**config.mk**
```make
export PLATFORM = sky130hd
export DESIGN_NAME = rtc_sec_regs
export DESIGN_NICKNAME = d
export VERILOG_FILES = /design/src/rtl/rtc_sec_pkg.sv /design/src/rtl/rtc_sec_counter.sv /design/src/rtl/rtc_sec_alarm.sv /design/src/rtl/rtc_sec_regs.sv
export SDC_FILE = /design/constraint.sdc
export NUM_CORES = 1
export LEC_CHECK = 0
export ABC_AREA = 1
export CORE_ASPECT_RATIO = 0.7
export CORE_MARGIN = 10
export CORE_UTILIZATION = 55
export DETAILED_ROUTE_END_ITERATION = 10
export PLACE_DENSITY = 0.76
export SYNTH_ARGS = -nofsm -noshare
export SYNTH_HDL_FRONTEND = slang
export SYNTH_SLANG_ARGS = --single-unit
```
**constraint.sdc**
```tcl
create_clock -name clk -period 3.3 [get_ports clk]
set_input_delay 0.66 -clock clk [delete_from_list [all_inputs] [get_ports clk]]
set_output_delay 0.66 -clock clk [all_outputs]
set_load 0.1 [all_outputs]
```
**src/rtl/rtc_sec_pkg.sv**
```systemverilog
package rtc_sec_pkg;

    // register offsets that software sequencing depends on
    localparam int OFS_CTRL  = 0;
    localparam int OFS_ACTL  = 1;
    localparam int OFS_STAGE = 2;
    localparam int OFS_LIVE  = 6;
    localparam int OFS_CMP   = 10;

    localparam int BIT_RUN  = 7;
    localparam int BIT_ARM  = 1;
    localparam int BIT_FLAG = 0;

    typedef struct packed {
        logic run;
        logic arm;
    } ctl_t;

    function automatic logic [7:0] ctl_to_byte(input ctl_t c);
        logic [7:0] b;
        b = '0;
        b[BIT_RUN] = c.run;
        b[BIT_ARM] = c.arm;
        return b;
    endfunction

    function automatic ctl_t byte_to_ctl(input logic [7:0] b);
        ctl_t c;
        c.run = b[BIT_RUN];
        c.arm = b[BIT_ARM];
        return c;
    endfunction

endpackage

```
**src/rtl/rtc_sec_counter.sv**
```systemverilog
module rtc_sec_counter #(
    parameter int CNT_W = 32
) (
    input  logic             clk,
    input  logic             rst,
    input  logic             run,
    input  logic             tick,
    input  logic             load,
    input  logic [CNT_W-1:0] load_val,
    output logic [CNT_W-1:0] count
);
    always_ff @(posedge clk) begin
        if (rst)
            count <= '0;
        else if (load)
            count <= load_val;
        else if (run && tick)
            count <= count + CNT_W'(1);
    end
endmodule

```
**src/rtl/rtc_sec_alarm.sv**
```systemverilog
module rtc_sec_alarm #(
    parameter int CNT_W = 32
) (
    input  logic             clk,
    input  logic             rst,
    input  logic             arm,
    input  logic [CNT_W-1:0] count,
    input  logic [CNT_W-1:0] cmp_val,
    input  logic             clr_req,
    output logic             flag,
    output logic             irq
);
    logic hit;
    logic hit_d;

    always_comb hit = arm && (count == cmp_val);

    always_ff @(posedge clk) begin
        if (rst) begin
            flag  <= 1'b0;
            irq   <= 1'b0;
            hit_d <= 1'b0;
        end else begin
            hit_d <= hit;
            irq   <= hit && !hit_d;
            if (hit)
                flag <= 1'b1;
            else if (clr_req)
                flag <= 1'b0;
        end
    end
endmodule

```
**src/rtl/rtc_sec_regs.sv**
```systemverilog
module rtc_sec_regs
    import rtc_sec_pkg::*;
#(
    parameter int CNT_W  = 32,
    parameter int ADDR_W = 4
) (
    input  logic              clk,
    input  logic              rst,
    input  logic              tick,
    input  logic              wr_en,
    input  logic [ADDR_W-1:0] addr,
    input  logic [7:0]        wdata,
    output logic [7:0]        rdata,
    output logic              alarm_irq
);
    localparam int NBYTES = CNT_W / 8;

    ctl_t                   ctl_q;
    logic [NBYTES-1:0][7:0] stage_q;
    logic [NBYTES-1:0][7:0] cmp_q;
    logic [CNT_W-1:0]       cnt_q;
    logic                   flag_q;
    logic                   commit;
    logic                   clr_req;
    logic [CNT_W-1:0]       commit_val;

    always_comb begin
        commit     = wr_en && (addr == ADDR_W'(OFS_STAGE));
        clr_req    = wr_en && (addr == ADDR_W'(OFS_ACTL)) && !wdata[BIT_FLAG];
        commit_val = {stage_q[NBYTES-1:1], wdata};
    end

    always_ff @(posedge clk) begin
        if (rst)
            ctl_q <= '0;
        else if (wr_en && addr == ADDR_W'(OFS_CTRL))
            ctl_q <= byte_to_ctl(wdata);
    end

    for (genvar i = 0; i < NBYTES; i++) begin : g_bytes
        always_ff @(posedge clk) begin
            if (rst) begin
                stage_q[i] <= '0;
                cmp_q[i]   <= '0;
            end else if (wr_en) begin
                if (addr == ADDR_W'(OFS_STAGE + i))
                    stage_q[i] <= wdata;
                if (addr == ADDR_W'(OFS_CMP + i))
                    cmp_q[i] <= wdata;
            end
        end
    end

    rtc_sec_counter #(.CNT_W(CNT_W)) u_cnt (
        .clk      (clk),
        .rst      (rst),
        .run      (ctl_q.run),
        .tick     (tick),
        .load     (commit),
        .load_val (commit_val),
        .count    (cnt_q)
    );

    rtc_sec_alarm #(.CNT_W(CNT_W)) u_alm (
        .clk     (clk),
        .rst     (rst),
        .arm     (ctl_q.arm),
        .count   (cnt_q),
        .cmp_val (cmp_q),
        .clr_req (clr_req),
        .flag    (flag_q),
        .irq     (alarm_irq)
    );

    always_comb begin
        rdata = '0;
        if (addr == ADDR_W'(OFS_CTRL))
            rdata = ctl_to_byte(ctl_q);
        if (addr == ADDR_W'(OFS_ACTL))
            rdata[BIT_FLAG] = flag_q;
        for (int i = 0; i < NBYTES; i++) begin
            if (addr == ADDR_W'(OFS_STAGE + i))
                rdata = stage_q[i];
            if (addr == ADDR_W'(OFS_LIVE + i))
                rdata = cnt_q[8*i +: 8];
            if (addr == ADDR_W'(OFS_CMP + i))
                rdata = cmp_q[i];
        end
    end
endmodule

```
* After elaboration in Yosys (flattened, before gate mapping)
Index checks and enable logic that the tools add are counted.
Word-level totals: bits in registers 101, word-level logic and storage cells 67, output and inout bits 9
Cells by class: muxes and demuxes 18, add/subtract/negate cells 1, reduce and logical (&&, ||, !) cells 20, eq/ne operators 14
Operators with widths (number):
- 8-bit two-way mux | 13
- 32-bit two-way mux | 2
- 32-bit by 1-bit adder with 32-bit output (second input constant) | 1
- 32-bit equality test | 1
- 4-bit equality test (second input constant) | 6
- 4-bit by 3-bit equality test with 1-bit output (second input constant) | 4
- 2-bit AND reduction | 8
- 4-bit by 2-bit equality test with 1-bit output (second input constant) | 2
- 1-bit logical AND | 7
- 4-bit by 1-bit equality test with 1-bit output (second input constant) | 1
- 4-bit logical NOT | 1
- 2-bit nonzero test | 2
- 1-bit two-way mux | 3
- 1-bit logical NOT | 2

* Logic depth before layout (Yosys ltp)
Gate-level depths: netlist of the first run.
depth after elaboration 15, depth in mapped cells 12

* Hierarchy
Synthesis of the first run repeated with hierarchy kept, for this count alone.
Second synthesis, totals: cell total of the unflattened synthesis 1013, area, all modules 6180.9 um2
Modules (own cells, without submodules):
- rtc_sec_regs | instances 1, cells each 496, sequential area each 1321.3 um2, area each 3283.1 um2
- rtc_sec_counter | instances 1, cells each 368, sequential area each 640.6 um2, area each 2199.6 um2
- rtc_sec_alarm | instances 1, cells each 149, sequential area each 60.1 um2, area each 698.2 um2

* Least setup slack after synthesis of the first run
No wires, ideal clock.
path kind input to output, from input port addr[1], to output port rdata[2], buffers on the path 1, arrival time 2.394 ns, stages 7, setup slack 0.246 ns, path through nor2_1 nand3_1 inv_1 clkbuf_1 nand2_1 nand2_1 nand4_1
On the way: word-level cells in the longest chain between the ends 13, elaborated cells on any way between the ends 24, those cells by class 12 x eq/ne; 12 x mux
RTL lines:
- start, declared | RTL line rtc_sec_regs.sv:11 | input logic [ADDR_W-1:0] addr,
- 4-bit by 2-bit equality test with 1-bit output | RTL line rtc_sec_regs.sv:82 | if (addr == ADDR_W'(OFS_STAGE + i))
- 8-bit two-way mux | RTL line rtc_sec_regs.sv:82
- 8-bit two-way mux | RTL line rtc_sec_regs.sv:84 | if (addr == ADDR_W'(OFS_LIVE + i))
- 8-bit two-way mux | RTL line rtc_sec_regs.sv:86 | if (addr == ADDR_W'(OFS_CMP + i))
- 8-bit two-way mux | RTL line rtc_sec_regs.sv:82
- 8-bit two-way mux | RTL line rtc_sec_regs.sv:84
- 8-bit two-way mux | RTL line rtc_sec_regs.sv:86
- 8-bit two-way mux | RTL line rtc_sec_regs.sv:82
- 8-bit two-way mux | RTL line rtc_sec_regs.sv:84
- 8-bit two-way mux | RTL line rtc_sec_regs.sv:86
- 8-bit two-way mux | RTL line rtc_sec_regs.sv:82
- 8-bit two-way mux | RTL line rtc_sec_regs.sv:84
- 8-bit two-way mux * | RTL line rtc_sec_regs.sv:86
- end, declared | RTL line rtc_sec_regs.sv:13 | output logic [7:0] rdata,
Mark *: on every way between the ends. The rest lies on a longest branch, timed or not.

* Worst setup path after layout of the first run
from input port addr[0], to output port rdata[2]
The elaborated chain is that of the path after synthesis.

==> results of run 1 <==
## registers in the layout, summed over array words and instances, names as in the netlist
name         count
commit_val      24
u_alm.hit_d      1
u_alm.irq        1
u_cnt.count     32
stage_q          8
ctl_q            2
u_alm.flag       1
cmp_q           32
## worst max-delay path: stages
cell,delay (ps)
clkdlybuf4s50_1,500
nor2_1,270
nand3_2,240
clkinvlp_2,250
buf_4,150
nand2_1,40
nand2_1,60
nand4_1,160
buf_12,220
## cells in the mapped netlist
library cell / count / area share, %
and3_1: 1 / 0.11
clkdlybuf4s15_2: 1 / 0.20
nand3b_1: 4 / 0.52
nor3_1: 22 / 1.9
nand2_4: 1 / 0.20
nand2_1: 246 / 16
a31oi_1: 5 / 0.54
clkdlybuf4s15_1: 1 / 0.17
buf_1: 1 / 0.065
buf_2: 11 / 0.96
a21oi_1: 86 / 7.5
clkbuf_1: 21 / 1.4
nand4_1: 25 / 2.7
xnor2_1: 2 / 0.31
nor2_4: 2 / 0.39
inv_2: 1 / 0.065
a221oi_1: 7 / 1.1
clkinv_1: 1 / 0.065
nand2_2: 1 / 0.11
dfxtp_1: 101 / 35
inv_1: 105 / 6.9
nor2_1: 81 / 5.3
ha_1: 1 / 0.22
nor3_2: 2 / 0.35
nand3_1: 47 / 4.1
o211ai_1: 2 / 0.26
nor3b_1: 1 / 0.13
o21ai_0: 57 / 5.0
clkbuf_2: 3 / 0.26
nor2_2: 2 / 0.22
buf_6: 4 / 0.78
xor2_1: 28 / 4.3
nor4_1: 1 / 0.11
o22ai_1: 24 / 2.6
## cell type report
type | count | area [um^2] | area share [%]
Timing Repair Buffer | 47 | 493 | 7.53
Clock inverter | 7 | 104 | 1.59
Sequential cell | 101 | 2020 | 30.9
Inverter | 107 | 409 | 6.25
Multi-Input combinational cell | 648 | 3130 | 47.7
Clock buffer | 9 | 225 | 3.44
Tap cell | 132 | 165 | 2.52
Timing Repair inverter | 1 | 5.00 | 0.0764
## how the worst max path moves through the flow
stage	end	slack (ps)
global placement	rdata[6]	130
detailed placement	rdata[2]	70
CTS	rdata[2]	60
finish	rdata[2]	90
global route	rdata[2]	4
floorplan	rdata[2]	250
## layer usage
metal  up-vias  routed length, um  global-route usage [%]
li1       2965                  -                       -
met1      3005               9190                    40.5
met2       467               9000                    39.6
met3        48               3440                    10.5
met4         0                467                    7.50
met5         -                  0                       0
## kinds of logic after synthesis
family | count (synthesis) | share of synthesized area, %
simple gates | 436 | 32.2
compound gates | 181 | 16.9
buf+inv | 149 | 10.8
flops | 101 | 35.2
xor+xnor | 30 | 4.58
fa+ha+maj | 1 | 0.218
## repair_timing
action	CTS	global route
setup buffers	0	4
setup endpoints to repair	0	7
resized for setup	0	14
## power groups by stage
stage / Sequential [mW] / Combinational [mW] / Clock [mW]
floorplan: 1.28 / 0.155 / 0
global placement: 1.28 / 0.257 / 0
detailed placement: 1.28 / 0.261 / 0
CTS: 1.25 / 0.262 / 1.20
global route: 1.26 / 0.293 / 1.25
finish: 1.26 / 0.277 / 1.20
==> impl_metrics.yaml, run 1 <==
pwr:
  pwr-share-clk_pct: 43.9
  swShare_pct: 26.9
  power.switching_mw: 0.736
  p_int_mw: 2.00
  p_seq_share_pct: 45.9
  comb_power_share_pct: 10.1
  leakage_nw: 2.44
  power.density_nw_per_um2: 417
  power_mw: 2.73
  ir_worst_vdd_mv: 0.250
floorplanning:
  fp.coreArea_um2: 10300
  rows: 31
  num_io_pins: 25
  initial_core_util_pct: 55.9
  design.die.area_um2: 15000
  die_h_um: 105
  die_w_um: 142
run_status:
  status: "finished clean"
grt:
  grt_pass1_wl_mm: 33.4
  grt_max_degree: 50
  first_global_vias: 5963
  grt_overflow: 0
  grt_usage_pct: 28.6
  grt_antenna_before_repair: 0
finish:
  diodes: 0
  final_core_util_pct: 63.7
  fillers: 941
  drive_above_1_share_pct: 7.61
  final_cells: 1052
  final_cell_mix: "244 x nand2_1, 104 x inv_1, 101 x dfxtp_1"
  syn_to_final_growth_pct: 14.0
  mostFrequentLayoutCell: "nand2_1"
  design_area_um2: 6550
  nets: 932
clock_tree:
  cts_max_level: 3
  clk_pin_slew_ps: 80
  clk_path_buf_depth: 2
  insertion_delay_ps: 350
  cts.sinks: 101
  root_buffer: "clkbuf_16"
  cts_inserted_buffers: 9
  tritoncts: "built"
  hold_buffers: 0
setup_path:
  startpoint_type: "primary input"
  startpoint: "addr[0]"
  endpoint_kind: "primary output"
  cp.required_ps: 2640
  r2r_slack_ps: 1050
  critPathMaxFanout: 5
  timing.rr.end: "u_cnt.count[16]"
  rr_startpoint: "u_cnt.count[0]"
  critPathKind: "in -> out"
  reg2reg_depth: 10
  arrival_ps: 2550
sta:
  min_period_over_period_pct: 97.4
  setup_viol: 0
  tightestPinTransition_ps: 982
  whs_ps: 424
  clock_skew_ps: 6.17
  worst_slack_ps: 87.4
  relSlewSlack_pct: 34.5
  final.min_clock_period_ps: 3210
  finalMaxSlewViolations: 0
  fmax_mhz: 311
  hold_violations: 0
  tns_ps: 0
  rsz0062_at_grt: "false"
detailed_routing:
  drc: 0
  viasPerCell: 6.16
  wl_mm: 22.1
  wl_per_cell_um: 21.0
  num_vias: 6485
  drt-initial-drc-count: 770
  ant_nets: 0
  first_pass_iters: 6
synthesis:
  syn_inst: 898
  yosys_warnings: 0
  synth_cell_types: 34
  syn-num-nets: 915
  synth_area_per_cell_um2: 6.40
  syn-cell-area_um2: 5740
  synth-seq-cells: 101
  seq_area_frac_synth_pct: 35.2
placed_design:
  dp_cells: 1031
  io_buffers: 24
  placed_area_um2: 6140
  globalplace.congestion: 0.988
  post-dp-hpwl_mm: 16.5
  post-place-ws_ps: 73.0
hold_path:
  worstHoldStart: "u_alm.hit_d"
  whs_path_depth: 1
  hp-class: "reg -> reg"
  min_to: "u_alm.irq"
flow_run:
  drv_cap: 0
No activity file was read; power rests on OpenSTA's default activity.
==> inputs of run 2 (changes only) <==
- DONT_BUFFER_PORTS: unset -> 1
- PLACE_DENSITY: 0.76 -> 0.73
==> impl_metrics.yaml, run 2 (synthesis results as in run 1) <==
run_status:
  status: "finished clean"
clock_tree:
  clk_path_buf_depth: 2
  insertion_delay_ps: 360
  post_cts_buffers: 0
  cts_inserted_buffers: 9
  tritoncts: "built"
  hold_buffers: 0
  cts.sinks: 101
  cts_max_level: 3
  post_cts_resized: 0
  clk_pin_slew_ps: 70
  root_buffer: "clkbuf_16"
pwr:
  leakage_nw: 2.28
  power_mw: 2.67
  comb_power_share_pct: 7.8
  swShare_pct: 25.9
  ir_worst_vdd_mv: 0.275
  pwr-share-clk_pct: 45.1
  power.switching_mw: 0.692
  p_int_mw: 1.98
  p_seq_share_pct: 47.1
  power.density_nw_per_um2: 427
floorplanning:
  design.die.area_um2: 15000
  die_w_um: 142
  initial_core_util_pct: 55.9
  rows: 31
  fp.coreArea_um2: 10300
  num_io_pins: 25
  die_h_um: 105
setup_path:
  reg2reg_depth: 10
  startpoint_type: "primary input"
  cp_common_cell: "nand4_1"
  arrival_ps: 2150
  cp.required_ps: 2640
  critPathMaxFanout: 12
  critPathKind: "in -> out"
  crit_slowest_cell: "inv_1"
  cpPeakStageDelay_ps: 370
  endpoint_kind: "primary output"
  worstPathCellList: "nor2_1, nand3_1, inv_1, a21oi_1, nand4_1, nand2_1, nand4_1, buf_12"
sta:
  tns_ps: 0
  finalMaxSlewViolations: 0
  rsz0062_at_grt: "false"
  clock_skew_ps: 7.59
  tightestPinTransition_ps: 952
  hold_violations: 0
  final.min_clock_period_ps: 2810
  min_period_over_period_pct: 85.1
  setup_viol: 0
  relSlewSlack_pct: 36.4
  whs_ps: 364
  fmax_mhz: 356
grt:
  first_global_vias: 5666
  grt_max_degree: 51
  grt_usage_pct: 27.8
  grt_antenna_before_repair: 0
  grt_overflow: 0
  grt_pass1_wl_mm: 32.3
placed_design:
  globalplace.congestion: 1.02
  io_buffers: 0
  post-dp-hpwl_mm: 15.9
hold_path:
  hp-class: "in -> reg"
  whs_path_depth: 1
finish:
  nets: 901
  drive_above_1_share_pct: 4.72
  syn_to_final_growth_pct: 8.82
  mostFrequentLayoutCell: "nand2_1"
  diodes: 0
  fillers: 994
  final_cell_mix: "246 x nand2_1, 105 x inv_1, 101 x dfxtp_1"
detailed_routing:
  ant_nets: 0
  drt-initial-drc-count: 871
  num_vias: 6237
  first_pass_iters: 6
  drc: 0
  wl_per_cell_um: 20.7
  wl_mm: 21.1
  viasPerCell: 6.11
flow_run:
  drv_cap: 0
[run 2: changes by cell type in the layout (fill, tap and decap cells not counted), moves of 2 or more]
cell,previous run,this run
buf_4,24,9
clkdlybuf4s50_1,11,0
dlymetal6s2s_1,3,0
inv_6,4,0
inv_8,0,2
nand2_1,244,246
nand2_2,3,1
nor2_1,75,81
nor2_2,8,2
[run 2: worst max-delay path, delay by kind of cell]
kind	cells	cell delay, ps
compound gates	1	70
buf+inv	2	570
simple gates	5	840
[run 2: path summary, 6_finish.rpt]
kind,start,end,slack (ps)
min reg2reg,u_alm.hit_d,u_alm.irq,400
min,rst,cmp_q[6],360
max reg2reg,u_cnt.count[0],u_cnt.count[16],1060
max,addr[1],rdata[4],490
[run 2: power by group through the flow]
stage / logic [mW] / registers [mW] / clock network (mW)
after floorplan: 0.155 / 1.28 / 0
after global placement: 0.199 / 1.28 / 0
after detailed placement: 0.202 / 1.28 / 0
after CTS: 0.203 / 1.25 / 1.21
after global routing: 0.226 / 1.26 / 1.25
final: 0.208 / 1.26 / 1.20
[run 2: through the flow]
stage	std cells	cell area (um^2)	setup WS [ps]	utilization, %
after floorplan	898	5740	246	-
after detailed placement	1005	5920	570	57.6
after global placement	1005	5920	656	57.6
after CTS	1021	6250	574	60.8
final	1021	6250	493	60.8
after global routing	1021	6250	379	60.8
[run 2: metal layers]
metal,vias up,global-route usage (%),share of wire [%]
li1,2898,-,-
met1,2833,40.0,43
met2,453,37.5,40
met3,53,9.46,15
met4,0,9.39,2.4
met5,-,0,0
[run 2: final cells by class]
class	count	area (um^2)	area share, %
Timing Repair Buffer	17	228	3.64
Multi-Input combinational cell	648	3100	49.6
Inverter	107	402	6.43
Clock inverter	7	108	1.72
Sequential cell	101	2020	32.4
Tap cell	132	165	2.64
Clock buffer	9	225	3.60
==> inputs of run 3 (changes only) <==
- TNS_END_PERCENT: unset -> 50
==> results of run 3 <==
The final DEF is identical to that of run 2; final timing and power are the same.
